**src/rtl/sse_pkg.sv**
```systemverilog
package sse_pkg;

    typedef enum logic [2:0] {
        ST_IDLE,
        ST_SEARCH,
        ST_STREAM,
        ST_WREF,
        ST_DONE
    } pg_state_e;

endpackage

```
**src/rtl/sse_tcam.sv**
```systemverilog
module sse_tcam #(
    parameter int KEY_W  = 8,
    parameter int DATA_W = 8,
    parameter int DEPTH  = 8,
    localparam int IDX_W = $clog2(DEPTH)
) (
    input  logic              clk,
    input  logic              rst_n,
    input  logic              wr_en,
    input  logic [IDX_W-1:0]  wr_idx,
    input  logic [KEY_W-1:0]  wr_key,
    input  logic [KEY_W-1:0]  wr_mask,
    input  logic [DATA_W-1:0] wr_data,
    input  logic              wr_refer,
    input  logic              clr_en,
    input  logic [IDX_W-1:0]  clr_idx,
    input  logic [KEY_W-1:0]  lk_key,
    output logic              lk_hit,
    output logic [IDX_W-1:0]  lk_idx,
    output logic              lk_refer,
    output logic [DATA_W-1:0] lk_data,
    input  logic [KEY_W-1:0]  sub_base,
    input  logic [KEY_W-1:0]  sub_mask,
    output logic [DEPTH-1:0]  sub_hits,
    input  logic [IDX_W-1:0]  rd_idx,
    output logic [KEY_W-1:0]  rd_key,
    output logic [KEY_W-1:0]  rd_mask,
    output logic [DATA_W-1:0] rd_data
);

    // slot occupancy doubles as the free flag: a cleared bit marks a free slot
    logic [DEPTH-1:0]  vld_q;
    logic [DEPTH-1:0]  ref_q;
    logic [KEY_W-1:0]  key_q  [DEPTH];
    logic [KEY_W-1:0]  mask_q [DEPTH];
    logic [DATA_W-1:0] data_q [DEPTH];
    logic [DEPTH-1:0]  lk_match;

    always_ff @(posedge clk) begin
        if (!rst_n) begin
            vld_q <= '0;
            ref_q <= '0;
        end else begin
            if (clr_en) begin
                vld_q[clr_idx] <= 1'b0;
            end
            if (wr_en) begin
                vld_q[wr_idx] <= 1'b1;
                ref_q[wr_idx] <= wr_refer;
            end
        end
    end

    always_ff @(posedge clk) begin
        if (wr_en) begin
            key_q[wr_idx]  <= wr_key;
            mask_q[wr_idx] <= wr_mask;
            data_q[wr_idx] <= wr_data;
        end
    end

    for (genvar g = 0; g < DEPTH; g++) begin : g_cmp
        assign lk_match[g] = vld_q[g] &&
                             (((key_q[g] ^ lk_key) & ~mask_q[g]) == '0);
        assign sub_hits[g] = vld_q[g] && !ref_q[g] &&
                             (((key_q[g] ^ sub_base) & ~mask_q[g] & ~sub_mask) == '0);
    end

    always_comb begin
        lk_hit = 1'b0;
        lk_idx = '0;
        for (int i = DEPTH - 1; i >= 0; i--) begin
            if (lk_match[i]) begin
                lk_hit = 1'b1;
                lk_idx = IDX_W'(i);
            end
        end
    end

    assign lk_refer = ref_q[lk_idx];
    assign lk_data  = data_q[lk_idx];
    assign rd_key   = key_q[rd_idx];
    assign rd_mask  = mask_q[rd_idx];
    assign rd_data  = data_q[rd_idx];

endmodule

```
**src/rtl/sse_ctrl.sv**
```systemverilog
module sse_ctrl
    import sse_pkg::*;
#(
    parameter int KEY_W  = 8,
    parameter int DATA_W = 8,
    parameter int DEPTH  = 8,
    localparam int IDX_W = $clog2(DEPTH)
) (
    input  logic              clk,
    input  logic              rst_n,
    input  logic              pg_valid,
    output logic              pg_ready,
    input  logic [KEY_W-1:0]  pg_base,
    input  logic [KEY_W-1:0]  pg_mask,
    input  logic [DATA_W-1:0] pg_loc,
    input  logic [DEPTH-1:0]  sub_hits,
    output logic [KEY_W-1:0]  sub_base,
    output logic [KEY_W-1:0]  sub_mask,
    output logic              ev_valid,
    input  logic              ev_ready,
    output logic [IDX_W-1:0]  head_idx,
    output logic              clr_en,
    output logic              ref_wr,
    output logic [IDX_W-1:0]  ref_idx,
    output logic [DATA_W-1:0] ref_loc,
    output logic              busy,
    output logic              pg_done,
    output logic              pg_empty
);

    pg_state_e         st_q, st_d;
    logic [KEY_W-1:0]  base_q, mask_q;
    logic [DATA_W-1:0] loc_q;
    logic [DEPTH-1:0]  pend_q, pend_rest;
    logic [IDX_W-1:0]  slot_q;
    logic              took_q, empty_q, beat;

    // lowest pending slot goes out first
    always_comb begin
        head_idx = '0;
        for (int i = DEPTH - 1; i >= 0; i--) begin
            if (pend_q[i]) begin
                head_idx = IDX_W'(i);
            end
        end
    end

    assign pend_rest = pend_q & ~(DEPTH'(1) << head_idx);
    assign beat      = (st_q == ST_STREAM) && ev_ready;

    always_comb begin
        st_d = st_q;
        unique case (st_q)
            ST_IDLE:   if (pg_valid) st_d = ST_SEARCH;
            ST_SEARCH: st_d = (sub_hits == '0) ? ST_DONE : ST_STREAM;
            ST_STREAM: if (beat && pend_rest == '0) st_d = ST_WREF;
            ST_WREF:   st_d = ST_DONE;
            ST_DONE:   st_d = ST_IDLE;
            default:   st_d = ST_IDLE;
        endcase
    end

    always_ff @(posedge clk) begin
        if (!rst_n) begin
            st_q    <= ST_IDLE;
            base_q  <= '0;
            mask_q  <= '0;
            loc_q   <= '0;
            pend_q  <= '0;
            slot_q  <= '0;
            took_q  <= 1'b0;
            empty_q <= 1'b0;
        end else begin
            st_q <= st_d;
            if (st_q == ST_IDLE && pg_valid) begin
                base_q <= pg_base;
                mask_q <= pg_mask;
                loc_q  <= pg_loc;
                took_q <= 1'b0;
            end
            if (st_q == ST_SEARCH) begin
                pend_q  <= sub_hits;
                empty_q <= (sub_hits == '0);
            end
            if (beat) begin
                pend_q <= pend_rest;
                if (!took_q) begin
                    slot_q <= head_idx;
                    took_q <= 1'b1;
                end
            end
        end
    end

    always_comb begin
        pg_ready = 1'b0;
        ev_valid = 1'b0;
        clr_en   = 1'b0;
        ref_wr   = 1'b0;
        pg_done  = 1'b0;
        pg_empty = 1'b0;
        unique case (st_q)
            ST_IDLE:   pg_ready = 1'b1;
            ST_SEARCH: ;
            ST_STREAM: begin
                ev_valid = 1'b1;
                clr_en   = ev_ready;
            end
            ST_WREF:   ref_wr = 1'b1;
            ST_DONE: begin
                pg_done  = 1'b1;
                pg_empty = empty_q;
            end
            default: ;
        endcase
    end

    assign busy     = (st_q != ST_IDLE);
    assign sub_base = base_q;
    assign sub_mask = mask_q;
    assign ref_idx  = slot_q;
    assign ref_loc  = loc_q;

endmodule

```
**src/rtl/subspace_evict.sv**
```systemverilog
module subspace_evict #(
    parameter int KEY_W  = 8,
    parameter int DATA_W = 8,
    parameter int DEPTH  = 8,
    localparam int IDX_W = $clog2(DEPTH)
) (
    input  logic              clk,
    input  logic              rst_n,
    input  logic              ld_en,
    input  logic [IDX_W-1:0]  ld_idx,
    input  logic [KEY_W-1:0]  ld_key,
    input  logic [KEY_W-1:0]  ld_mask,
    input  logic [DATA_W-1:0] ld_data,
    input  logic [KEY_W-1:0]  lk_key,
    output logic              lk_ready,
    output logic              lk_hit,
    output logic              lk_refer,
    output logic [IDX_W-1:0]  lk_idx,
    output logic [DATA_W-1:0] lk_data,
    input  logic              pg_valid,
    output logic              pg_ready,
    input  logic [KEY_W-1:0]  pg_base,
    input  logic [KEY_W-1:0]  pg_mask,
    input  logic [DATA_W-1:0] pg_loc,
    output logic              ev_valid,
    input  logic              ev_ready,
    output logic [KEY_W-1:0]  ev_key,
    output logic [KEY_W-1:0]  ev_mask,
    output logic [DATA_W-1:0] ev_data,
    output logic              pg_done,
    output logic              pg_empty
);

    logic              busy, ref_wr, clr_en, raw_hit, raw_refer;
    logic              t_wr_en;
    logic [IDX_W-1:0]  ref_idx, head_idx, t_wr_idx;
    logic [DATA_W-1:0] ref_loc, t_wr_data;
    logic [KEY_W-1:0]  sub_base, sub_mask, t_wr_key, t_wr_mask;
    logic [DEPTH-1:0]  sub_hits;

    // loads only land in idle; the referral write owns the port in WRITE_REF
    assign t_wr_en   = ref_wr || (pg_ready && ld_en);
    assign t_wr_idx  = ref_wr ? ref_idx  : ld_idx;
    assign t_wr_key  = ref_wr ? sub_base : ld_key;
    assign t_wr_mask = ref_wr ? sub_mask : ld_mask;
    assign t_wr_data = ref_wr ? ref_loc  : ld_data;

    sse_tcam #(.KEY_W(KEY_W), .DATA_W(DATA_W), .DEPTH(DEPTH)) u_array (
        .clk      (clk),
        .rst_n    (rst_n),
        .wr_en    (t_wr_en),
        .wr_idx   (t_wr_idx),
        .wr_key   (t_wr_key),
        .wr_mask  (t_wr_mask),
        .wr_data  (t_wr_data),
        .wr_refer (ref_wr),
        .clr_en   (clr_en),
        .clr_idx  (head_idx),
        .lk_key   (lk_key),
        .lk_hit   (raw_hit),
        .lk_idx   (lk_idx),
        .lk_refer (raw_refer),
        .lk_data  (lk_data),
        .sub_base (sub_base),
        .sub_mask (sub_mask),
        .sub_hits (sub_hits),
        .rd_idx   (head_idx),
        .rd_key   (ev_key),
        .rd_mask  (ev_mask),
        .rd_data  (ev_data)
    );

    sse_ctrl #(.KEY_W(KEY_W), .DATA_W(DATA_W), .DEPTH(DEPTH)) u_ctrl (
        .clk      (clk),
        .rst_n    (rst_n),
        .pg_valid (pg_valid),
        .pg_ready (pg_ready),
        .pg_base  (pg_base),
        .pg_mask  (pg_mask),
        .pg_loc   (pg_loc),
        .sub_hits (sub_hits),
        .sub_base (sub_base),
        .sub_mask (sub_mask),
        .ev_valid (ev_valid),
        .ev_ready (ev_ready),
        .head_idx (head_idx),
        .clr_en   (clr_en),
        .ref_wr   (ref_wr),
        .ref_idx  (ref_idx),
        .ref_loc  (ref_loc),
        .busy     (busy),
        .pg_done  (pg_done),
        .pg_empty (pg_empty)
    );

    assign lk_ready = !busy;
    assign lk_hit   = raw_hit && !busy;
    assign lk_refer = raw_hit && !busy && raw_refer;

endmodule

```
**config.mk**
```make
export PLATFORM = sky130hd
export DESIGN_NAME = subspace_evict
export DESIGN_NICKNAME = d
export VERILOG_FILES = /design/src/rtl/sse_pkg.sv /design/src/rtl/sse_tcam.sv /design/src/rtl/sse_ctrl.sv /design/src/rtl/subspace_evict.sv
export SDC_FILE = /design/constraint.sdc
export NUM_CORES = 1
export LEC_CHECK = 0
export BUFFER_PORTS_ARGS = -buffer_cell sky130_fd_sc_hd__clkbuf_2
export CORE_UTILIZATION = 30
export CTS_CLUSTER_SIZE = 25
export DETAILED_ROUTE_END_ITERATION = 16
export HOLD_SLACK_MARGIN = 0.05
export PLACE_DENSITY_LB_ADDON = 0.05
export SYNTH_ARGS = -nofsm -noshare
export SYNTH_HDL_FRONTEND = slang
export SYNTH_SLANG_ARGS = --single-unit
```
**constraint.sdc**
```tcl
create_clock -name clk -period 4 [get_ports clk]
set_input_delay 0.2 -clock clk [delete_from_list [all_inputs] [get_ports clk]]
set_output_delay 0.2 -clock clk [all_outputs]
set_load 0.01 [all_outputs]
```
Yosys cells after proc, flatten, opt, wreduce, memory -nomap -nowiden --
Memories as Yosys holds them, arrays and structs flattened. Cells that the tools add are included.
Storage, ports and cells: bits in registers 56, latch bits 0, bits in read-only memories 0, memories kept 3, RAM bits 192, bits of input ports 64
Memory list:
- u_array.data_q | depth 8, bits a word 8, read ports 2, clocked after Yosys merged registers in 0, wr ports 1, line sse_tcam.sv:36 | logic [DATA_W-1:0] data_q [DEPTH];
- u_array.key_q | depth 8, bits a word 8, read ports 9, clocked after Yosys merged registers in 0, wr ports 1, line sse_tcam.sv:34 | logic [KEY_W-1:0] key_q [DEPTH];
- u_array.mask_q | depth 8, bits a word 8, read ports 9, clocked after Yosys merged registers in 0, wr ports 1, line sse_tcam.sv:35 | logic [KEY_W-1:0] mask_q [DEPTH];
Cells by class: divide/modulo/power cells 0, reduce and logical (&&, ||, !) cells 65, $add $sub $neg 0, multiplexer cells 55, equal/unequal tests 6, multipliers 0, order comparisons 5, bitwise operators 55, shift-type cells 1
Operators with widths (number):
- $and 8x8->8 | 26
- $logic_not 8->1 | 18
- $xor 8x8->8 | 16
- $not 8->8 | 11
- $mux 8 | 8
- $mux 3 | 20
- $logic_and 1x1->1 | 32
- $mux 1 | 22
- $lt 3x4->1 const B | 3
- $pmux 3 s4 | 1
- $logic_not 1->1 | 9
- $bwmux 8 | 1
- $or 8x8->8 | 1
- $shl 1x3->8 const A | 1
- $demux 1 s3 | 2
- $eq 3x2->1 const B | 2
- $ge 3x1->1 const B | 2
- $ne 2x2->1 const B | 2
- $reduce_and 2->1 | 2
- $bmux 1 s3 | 1
- $eq 3x1->1 const B | 1
- $eq 3x3->1 const B | 1
- $logic_not 3->1 | 1
- $reduce_bool 3->1 | 1
- 3 further kinds | 3

Longest topological paths before layout --
Gate-level depths: netlist of the first run.
depth in word-level cells 18, depth in mapped cells 11

Modules after synthesis --
Synthesis of the first run repeated with hierarchy kept, for this count alone.
Unflattened totals: cells, all modules 981, area total of the unflattened synthesis 13056.3 um2
By module, submodules not included:
- sse_tcam | times used 1, sequential area each 6085.8 um2, area each 10827.9 um2, cells an instance 729
- sse_ctrl | times used 1, sequential area each 800.8 um2, area each 1775.5 um2, cells an instance 218
- subspace_evict | times used 1, sequential area each 0.0 um2, area each 452.9 um2, cells an instance 34

Least setup slack after synthesis of the first run --
No wires, ideal clock.
path kind register to register, start reg u_ctrl.st_q[2], end reg u_array.ref_q[0], period minus slack after synthesis 3.089 ns, cell stages (with the launch flop) 9, path buffers 1, setup time 0.115 ns, path slack 0.911 ns, data arrival time 2.974 ns, path through dfxtp_1 -> clkbuf_1 -> nor3_1 -> nand2_1 -> o22ai_1 -> inv_1 -> nor2_1 -> o21ai_0 -> and2_1
On the way: word-level cells in the longest chain between the ends 8, elaborated cells between the ends (all ways) 13, classes of those cells order compare (2); eq/ne (1); mux (6); reduce/logical (4)
Ends and longest elaborated chain:
- start, declared | line sse_ctrl.sv:31 | pg_state_e st_q, st_d;
- start signal, assigned | line sse_ctrl.sv:74 | st_q <= st_d;
- $eq 3x2->1 | line sse_ctrl.sv:102 | unique case (st_q)
- $mux 1 | line sse_ctrl.sv:102
- $mux 3 | line subspace_evict.sv:43 | assign t_wr_idx = ref_wr ? ref_idx : ld_idx;
- $lt 3x4->1 (not written as such) or $ge 3x1->1 (tied branches) | line sse_tcam.sv:49 | ref_q[wr_idx] <= wr_refer;
- $logic_and 1x1->1 (not written as such) | line sse_tcam.sv:49
- $mux 1 (not written as such) | line sse_tcam.sv:49
- $demux 1 s3
- $bwmux 8 | line sse_tcam.sv:49
- end signal, assigned by index | line sse_tcam.sv:49
- end, declared | line sse_tcam.sv:33 | logic [DEPTH-1:0] ref_q;
Several ways; a longest one is shown, not always the timed one. A chain may end at the register's enable or synchronous reset.

==> results.json, run 1 <==
{
  "clockBufferDepth": 3,
  "io_buffers": 105,
  "vias": 9911,
  "path_class": "reg2out",
  "reg2reg_from": "u_ctrl.st_q[2]",
  "dr.pass1.iters": 5,
  "placed_cells": 1899,
  "placementRows": 76,
  "maxSlewViolCount": 0,
  "synth_edf_count": 192,
  "slowest_stage": "edfxtp_1",
  "setup_viol": 0,
  "die_w_um": 210.7,
  "die-area_um2": 44380,
  "final_nets": 1436,
  "setup_ws_ns": 0.2986,
  "fin_crit_sh": 0.9254,
  "grt_usage": 0.2165,
  "ant_nets": 0,
  "yosys.area.top_type_share": 0.4414,
  "routabilityCongestion": 0.9083,
  "tns_ns": 0,
  "dpl_cell_area_um2": 14390,
  "hold_ws_ns": 0.08711,
  "maxClockFrequency_mhz": 270.2,
  "crit_chain": "xnor2_1 -> o22ai_1 -> nor3_1 -> o211ai_1 -> and4bb_1 -> nand2_8 -> mux2i_1 -> mux2i_1 -> mux2_2 -> clkbuf_2",
  "wl_um": 47580,
  "hp-class": "in2reg",
  "synth_top_area_cell": "edfxtp_1",
  "rsz0062_at_grt": "false",
  "core_um2": 42980,
  "worstSetupStartpoint": "u_array.key_q[2][4]",
  "cts_root_buffer": "clkbuf_16",
  "stdcell_count": 1983,
  "status": "completed",
  "dp_slack_ns": 0.5573,
  "slowest_delay_ns": 0.48,
  "syn_area_per_cell_um2": 10.49,
  "clk_latency_ns": 0.58,
  "syn-num-nets": 1309,
  "min_from": "ld_data[0]",
  "synth-async-reset-ratio": 0,
  "synth_area_um2": 13060,
  "p_leak_nw": 5.689,
  "cellPowerDensity_nw_per_um2": 414.5,
  "dp_hpwl_um": 35060,
  "post-route-cell-area_um2": 15760,
  "crit_arrival_ns": 3.50,
  "io_pins": 106,
  "grt_max_degree": 36,
  "htreeDepth": 1,
  "cts_tree": "built",
  "finalHoldViolCount": 0,
  "grt_overflow": 0,
  "antenna_found_initial": 1,
  "drive_gt1_frac": 0.1841,
  "cap_viol_max_count": 0,
  "drc": 0,
  "synth.area.top_cells": "edfxtp_1, dfxtp_1, xnor2_1",
  "ys_ff_latch": 248,
  "required_ns": 3.80,
  "rrSetupSlack_ns": 0.94,
  "syn2layout_area_growth_pct": 20.68,
  "start_util": 0.3039,
  "worst-slew-pin-transition_ns": 1.126,
  "crit_path_start_kind": "flip-flop",
  "num-fill-cells": 4369,
  "endpoint_kind": "primary output",
  "path_common_cell": "mux2i_1",
  "avgRoutedWirePerCell_um": 23.99,
  "cts_buffers": 30,
  "ir_worst_vdd_mv": 0.4329,
  "avgViaCountPerCell": 4.998,
  "fin_skew_ns": 0.009849,
  "clkTransAtPathRegs_ns": 0.06,
  "synth_warnings": 0,
  "grt_pass1_vias": 9945,
  "yosysUniqueCellTypes": 60,
  "detail_route.iter0.violations": 614,
  "ys_seq_area_frac": 0.5272,
  "critPathMaxFanout": 35,
  "synthMostInstantiatedCell": "nand2_1",
  "fp.dieH_um": 210.7,
  "synth_cells": 1245,
  "numClockSinks": 248,
  "synth_ff_type": "edfxtp_1",
  "grt_pass1_wl_um": 69320,
  "min_period_ns": 3.701,
  "relSlewSlack": 0.2401,
  "synth_common_cells": "nand2_1, edfxtp_1, xnor2_1"
}
-- stage by stage --
stage | power [mW] | utilization
CTS | 6.604 | 0.3665
global placement | 3.592 | 0.3347
floorplan | 3.318 | -
finish | 6.534 | 0.3668
global route | 6.742 | 0.3666
detailed placement | 3.588 | 0.3347
-- sequential cells by signal, summed over array words and instances (netlist names), 8 cells and up --
| name | cells |
|---|---|
| u_array.mask_q | 64 |
| u_array.vld_q | 8 |
| u_array.data_q | 64 |
| u_ctrl.ref_loc | 8 |
| u_ctrl.sub_base | 8 |
| u_ctrl.pend_q | 8 |
| u_array.ref_q | 8 |
| u_array.key_q | 64 |
| u_ctrl.sub_mask | 8 |
-- critical path: cells and delay by family, from the launching register on --
kind | cells | cell delay [ns]
AND/OR/NAND/NOR | 3 | 1.03
multiplexers | 3 | 0.61
flip-flops | 1 | 0.48
AO/OA/AOI/OAI | 2 | 0.44
XOR/XNOR | 1 | 0.19
buffers and inverters | 1 | 0.13
-- cell type report --
type | instances | area, um^2 | area share
antenna | 2 | 5.005 | 0.0003175
clock inverter | 14 | 146.4 | 0.009286
inverter | 17 | 66.31 | 0.004207
sequential | 248 | 6887 | 0.4369
tap | 585 | 732.0 | 0.04643
timing repair buffer | 176 | 1161 | 0.07366
multi-input combinational | 899 | 5813 | 0.3688
clock buffer | 42 | 953.4 | 0.06048
-- layer usage --
| metal | routed length (um) | up-vias | GRT usage |
|---|---|---|---|
| li1 | - | 4689 | - |
| met4 | 1095 | 0 | 0.05522 |
| met2 | 23840 | 268 | 0.3818 |
| met3 | 1852 | 62 | 0.02349 |
| met5 | 0 | - | 0 |
| met1 | 20790 | 4892 | 0.2819 |
-- where the power goes --
part | internal (mW) | total, mW | switching (mW) | leakage (nW)
clock | 1.85 | 2.99 | 1.14 | 0.546
sequential | 2.85 | 2.93 | 0.0753 | 2.19
combinational | 0.244 | 0.618 | 0.374 | 2.95
-- path summary, 6_finish.rpt --
path                           to  depth (start not counted)
max reg2reg  u_array.mask_q[2][3]                          6
min reg2reg     u_ctrl.ref_loc[5]                          2
min          u_array.data_q[7][0]                          3
max                    lk_data[1]                         10
-- cells in the final DEF, fill, tap and decap left out, drive strengths merged, types with 45 or more instances in the layout --
cell type / instances
xnor2: 124
mux2i: 54
nor2: 83
edfxtp: 192
dfxtp: 56
o21ai: 62
clkbuf: 147
buf: 45
nor3: 76
nand2: 238
-- kinds of logic (layout without fill, tap and decap cells) --
group / Yosys count / count (layout) / share of synthesized area
other cells: 0 / 2 / 0
compound gates: 180 / 180 / 0.08927
buf+inv: 98 / 249 / 0.03506
mux: 85 / 85 / 0.08793
simple gates: 506 / 506 / 0.1736
flops: 248 / 248 / 0.5272
xor+xnor: 128 / 128 / 0.08697
-- timing repair --
item,in CTS,in global routing
resized for setup,1,1
endpoints found under the hold margin,26,0
setup buffers,0,0
endpoints found under the setup margin,2,7
hold buffers,26,0
Power figures use the tool's default switching activity.
==> run 2, diff against run 1 <==
==> constraint.sdc (replaced) <==
create_clock -name clk -period 4.3 [get_ports clk]
set_input_delay 0.215 -clock clk [delete_from_list [all_inputs] [get_ports clk]]
set_output_delay 0.215 -clock clk [all_outputs]
set_load 0.01 [all_outputs]
==> run 2 against run 1 <==
Total power fell by 14%. Design area fell by 1.7%. First-iteration DRC count down 4.4%. Clock power down 21%. Via count shrank 0.71%. Combinational power shrank 9.2%. Die area unchanged. Clock skew is 0.0012 ns lower. Non-clock buffer count is 6 lower. Critical path type unchanged. Critical endpoint unchanged. Largest power group is now registers. Highest routed layer unchanged.
==> results.json, run 2 (synthesized netlist as in run 1, its figures left out) <==
{
  "p_total_mw": 5.640,
  "stdcell_count": 1972,
  "avgViaCountPerCell": 4.990,
  "rrSetupSlack_ns": 1.11,
  "rsz0062_at_grt": "false",
  "grt_pass1_wl_um": 69720,
  "maxSlewViolCount": 0,
  "status": "completed",
  "routabilityCongestion": 0.9144,
  "required_ns": 4.09,
  "wl_um": 47560,
  "grt_overflow": 0,
  "slowest_delay_ns": 0.52,
  "r2r_cells": 7,
  "ir_worst_vdd_mv": 0.2953,
  "path_common_cell": "mux2i_1",
  "cap_viol_max_count": 0,
  "detail_route.iter0.violations": 587,
  "drc": 0,
  "p_leak_nw": 5.547,
  "finalHoldViolCount": 0,
  "vias": 9841,
  "relSlewSlack": 0.3223,
  "whs_endpoint": "u_ctrl.pend_q[5]",
  "dr.pass1.iters": 5,
  "crit_path_start_kind": "flip-flop",
  "grt_usage": 0.2160,
  "post-route-util": 0.3605,
  "io_pins": 106,
  "clockBufferDepth": 3,
  "final_common_cell": "nand2_1",
  "cts_buffers": 29,
  "min_from": "ev_ready",
  "crit_arrival_ns": 3.80,
  "grt_pass1_vias": 10110,
  "core_um2": 42980,
  "clkTransAtPathRegs_ns": 0.06,
  "cts_resized": 0,
  "avgRoutedWirePerCell_um": 24.12,
  "final_nets": 1429,
  "crit_chain": "xnor2_1 -> o22ai_1 -> or3_1 -> nor3_1 -> and4bb_1 -> nand2_4 -> mux2i_1 -> mux2i_1 -> mux2_2 -> clkbuf_2",
  "fin_skew_ns": 0.008699,
  "mostFrequentLayoutCells": "nand2_1, edfxtp_1, xnor2_1",
  "setup_viol": 0,
  "post-cts-setup-buffers": 0,
  "endpoint_kind": "primary output",
  "hold_depth": 4,
  "die-area_um2": 44380,
  "cts_root_buffer": "clkbuf_16",
  "cts_tree": "built",
  "antenna_found_initial": 1,
  "start_util": 0.3039,
  "ant_nets": 0,
  "critical-path-top-delay-family": "simple AND/OR/NAND/NOR gates",
  "cellPowerDensity_nw_per_um2": 364.0,
  "crit_buf_inv": 1,
  "dp_slack_ns": 0.8494,
  "setup_ws_ns": 0.2819,
  "htreeDepth": 1,
  "slowest_stage": "nor3_1",
  "die_w_um": 210.7,
  "worstReg2RegEnd": "u_array.key_q[2][3]",
  "numClockSinks": 248,
  "placementRows": 76,
  "clk_latency_ns": 0.56,
  "hp-class": "in2reg",
  "path_class": "reg2out",
  "dp_hpwl_um": 34770,
  "maxClockFrequency_mhz": 248.9,
  "tns_ns": 0,
  "min_period_ns": 4.018,
  "reg2reg_from": "u_ctrl.st_q[0]",
  "grt_max_degree": 36,
  "fin_crit_sh": 0.9344,
  "worst-slew-pin-transition_ns": 1.004,
  "io_buffers": 105,
  "critPathMaxFanout": 35,
  "syn2layout_area_growth_pct": 18.62,
  "placed_cells": 1894,
  "drive_gt1_frac": 0.1746,
  "largest_registers": "u_array.data_q x64, u_array.key_q x64, u_array.mask_q x64",
  "fp.dieH_um": 210.7
}
run 2: power breakdown:
part / total [mW] / internal [mW] / leakage (nW) / switching, mW
Combinational: 0.561 / 0.223 / 2.92 / 0.339
Clock: 2.35 / 1.34 / 0.438 / 1.01
Sequential: 2.73 / 2.65 / 2.19 / 0.0812
run 2: worst max-delay path by stage:
stage                              startpoint                to  slack, ns  cells past startpoint
after floorplan                u_ctrl.st_q[2]  u_array.ref_q[0]       1.21                      8
after detailed placement            lk_key[2]        lk_data[1]       0.85                     11
after global placement              lk_key[2]        lk_data[1]       0.93                     11
after global routing      u_array.key_q[1][2]        lk_data[2]       0.14                     10
final                     u_array.key_q[1][2]        lk_data[1]       0.28                     10
after CTS                 u_array.key_q[1][2]        lk_data[1]       0.31                     10
run 2: cell type report:
type                       count  area, um^2
inverter                      17       66.31
antenna                        1       2.502
sequential                   248        6887
fill                        4412       27490
timing repair buffer         170        1126
tap                          585       732.0
multi-input combinational    899        5799
clock inverter                14       92.59
clock buffer                  38       789.5
run 2: worst min-delay path: cells and delay by family:
family                 cells  cell delay (ns)
AO/OA/AOI/OAI              2             0.19
buffers and inverters      1             0.11
AND/OR/NAND/NOR            1             0.10
run 2: routing by layer:
| metal | vias to the layer above | track usage | routed length [um] |
|---|---|---|---|
| met5 | - | 0 | 0 |
| met4 | 0 | 0.05447 | 1183 |
| met3 | 55 | 0.02394 | 1643 |
| met2 | 213 | 0.3773 | 23500 |
| met1 | 4893 | 0.2841 | 21240 |
| li1 | 4680 | - | - |
run 2: timing repair:
action / CTS / global route
setup endpoints to repair: 0 / 0
hold buffers: 25 / 0
hold endpoints to repair: 25 / 0
run 2: through the flow:
step / cell area, um^2 / hold slack (ns)
floorplan: 13060 / 0.3599
global placement: 14360 / 0.4527
detailed placement: 14360 / 0.4585
CTS: 15490 / 0.08459
global route: 15490 / 0.1172
finish: 15490 / 0.09986
==> run 3, diff against run 2 <==
--- a/config.mk
+++ b/config.mk
@@ -6,11 +6,11 @@
 export NUM_CORES = 1
 export LEC_CHECK = 0
 export BUFFER_PORTS_ARGS = -buffer_cell sky130_fd_sc_hd__clkbuf_2
-export CORE_UTILIZATION = 30
+export CORE_UTILIZATION = 45
 export CTS_CLUSTER_SIZE = 25
 export DETAILED_ROUTE_END_ITERATION = 16
 export HOLD_SLACK_MARGIN = 0.05
-export PLACE_DENSITY_LB_ADDON = 0.05
+export PLACE_DENSITY = 0.64
 export SYNTH_ARGS = -nofsm -noshare
 export SYNTH_HDL_FRONTEND = slang
 export SYNTH_SLANG_ARGS = --single-unit
==> run 3 against run 2 <==
Worst hold slack improved by 0.056 ns. Total power is 1.8% lower. Cell count fell by 11%. Clock skew increased by 0.0037 ns. Design area decreased by 2.8%. Global-route usage up 5.3 points. Non-clock buffer count is 14 lower. Core utilization rose by 17 points. Sequential share of layout area grew 1.3 points. First-iteration DRC count rose by 79%. Critical path depth stayed put. Clock power shrank 3%.
==> results.json, run 3 (synthesized netlist as in run 1, its figures left out) <==
{
  "detail_route.iter0.violations": 1050,
  "largest_registers": "u_array.data_q x64, u_array.key_q x64, u_array.mask_q x64",
  "multi_input_area_um2": 5774,
  "fp.dieH_um": 172.4,
  "reg2reg_from": "u_ctrl.sub_base[7]",
  "required_ns": 4.09,
  "internal-power_mw": 4.239,
  "hold_depth": 3,
  "die_w_um": 172.4,
  "ff_latch_area_um2": 6887,
  "cap_viol_max_count": 0,
  "grt_max_degree": 56,
  "placementRows": 62,
  "clkTransAtPathRegs_ns": 0.06,
  "cts_root_buffer": "clkbuf_16",
  "whs_endpoint": "u_array.key_q[1][0]",
  "cts_hold_buf": 25,
  "min_period_ns": 3.919,
  "grt_pass1_vias": 9664,
  "use_met2": 0.4453,
  "clk_latency_ns": 0.54,
  "post-cts-setup-buffers": 0,
  "ant_nets": 0,
  "wl_um": 38960,
  "syn2layout_area_growth_pct": 15.35,
  "hp-class": "in2reg",
  "avgRoutedWirePerCell_um": 22.24,
  "grt.busiest_layer": "met2",
  "crit_chain": "xnor2_1 -> o22ai_1 -> or3_1 -> nor3_1 -> and4bb_1 -> nand2_4 -> mux2i_1 -> mux2i_1 -> mux2_2 -> clkbuf_2",
  "io_pins": 106,
  "combinationalPowerShare": 0.093,
  "endpoint_kind": "primary output",
  "num-fill-cells": 2575,
  "critPathMaxFanout": 35,
  "post-route-cell-area_um2": 15070,
  "dp_hpwl_um": 27620,
  "grt_overflow": 0,
  "rsz0062_at_grt": "false",
  "maxSlewViolCount": 0,
  "path_class": "reg2out",
  "stdcell_count": 1752,
  "clockBufferDepth": 3,
  "finalHoldViolCount": 0,
  "r2r_cells": 9,
  "relSlewSlack": 0.2776,
  "setup_viol": 0,
  "crit_arrival_ns": 3.70,
  "slowest_delay_ns": 0.46,
  "placed_cells": 1679,
  "path_common_cell": "mux2i_1",
  "avgViaCountPerCell": 5.718,
  "maxClockFrequency_mhz": 255.2,
  "final_common_cell": "nand2_1",
  "min_from": "ld_key[0]",
  "cellPowerDensity_nw_per_um2": 367.5,
  "vias": 10020,
  "crit_buf_inv": 1,
  "power_frac_seq": 0.494,
  "core_um2": 28630,
  "cts_resized": 0,
  "worst-slew-pin-transition_ns": 1.083,
  "clkPwrFrac": 0.413,
  "rrSetupSlack_ns": 0.90,
  "htreeDepth": 1,
  "cts_tree": "built",
  "worstReg2RegEnd": "u_ctrl.st_q[1]",
  "grt_pass1_wl_um": 58590,
  "p_leak_nw": 5.467,
  "p_total_mw": 5.538,
  "tns_ns": 0,
  "mostFrequentLayoutCells": "nand2_1, edfxtp_1, xnor2_1",
  "start_util": 0.4563,
  "dr.pass1.iters": 5,
  "cts_buffers": 26,
  "antenna_found_initial": 1,
  "status": "completed",
  "hold_ws_ns": 0.1556,
  "sw_frac_of_total": 0.2344,
  "drc": 0,
  "die-area_um2": 29710,
  "use_met3": 0.04257,
  "ir_worst_vdd_mv": 0.3404,
  "fin_crit_sh": 0.9114,
  "crit_path_start_kind": "flip-flop",
  "grt_use_met1": 0.3491,
  "numClockSinks": 248,
  "critical-path-top-delay-family": "simple AND/OR/NAND/NOR gates",
  "slowest_stage": "edfxtp_1",
  "routabilityCongestion": 0.9948,
  "io_buffers": 105,
  "diodes": 0,
  "drive_gt1_frac": 0.1667,
  "dpl_cell_area_um2": 13940,
  "fin_skew_ns": 0.01239,
  "p_switching_mw": 1.298,
  "grt_usage": 0.2687,
  "final_nets": 1412
}
run 3: cell count changes in the layout (fill, tap and decap cells not counted), sizes merged:
cell,previous run,this run
clkinvlp,1,0
clkbuf,143,140
buf,40,26
clkinv,12,10
bufinv,1,3
diode,1,0
run 3: power by group through the flow:
stage / clock, mW / sequential [mW] / combinational (mW)
CTS: 2.32 / 2.73 / 0.513
global route: 2.41 / 2.74 / 0.561
finish: 2.29 / 2.74 / 0.515
detailed placement: 0 / 2.78 / 0.494
global placement: 0 / 2.78 / 0.488
floorplan: 0 / 2.73 / 0.359
run 3: worst max path at each step:
| stage | start | end | slack, ns | cells past startpoint |
|---|---|---|---|---|
| after floorplan | u_ctrl.st_q[2] | u_array.ref_q[0] | 1.21 | 8 |
| after global placement | lk_key[1] | lk_data[0] | 1.07 | 11 |
| after detailed placement | lk_key[7] | lk_data[0] | 0.97 | 11 |
| after CTS | u_array.key_q[1][1] | lk_data[0] | 0.46 | 10 |
| after global routing | u_array.key_q[1][7] | lk_data[6] | 0.20 | 10 |
| final | u_array.key_q[1][0] | lk_data[0] | 0.38 | 10 |
run 3: area by class of cell:
| cell class | instances | area share |
|---|---|---|
| sequential | 248 | 0.4571 |
| multi-input combinational | 899 | 0.3832 |
| timing repair buffer | 156 | 0.06527 |
| clock buffer | 35 | 0.04883 |
| tap | 384 | 0.03189 |
| clock inverter | 13 | 0.009301 |
| inverter | 17 | 0.004401 |
run 3: metrics by stage:
step | util | setup slack [ns]
floorplan | - | 1.211
global placement | 0.4870 | 1.067
detailed placement | 0.4870 | 0.9695
CTS | 0.5264 | 0.4587
global route | 0.5264 | 0.1986
finish | 0.5264 | 0.3809
run 3: worst min-delay path, stage by stage:
cell and delay [ns]:
clkbuf_2 0.08, nand2_1 0.04, nand2_1 0.20
run 3: metal layers:
layer	vias to the layer above	routed length, um
met1	4864	16200
met5	-	16
met3	89	2746
li1	4647	-
met2	416	18360
met4	2	1641
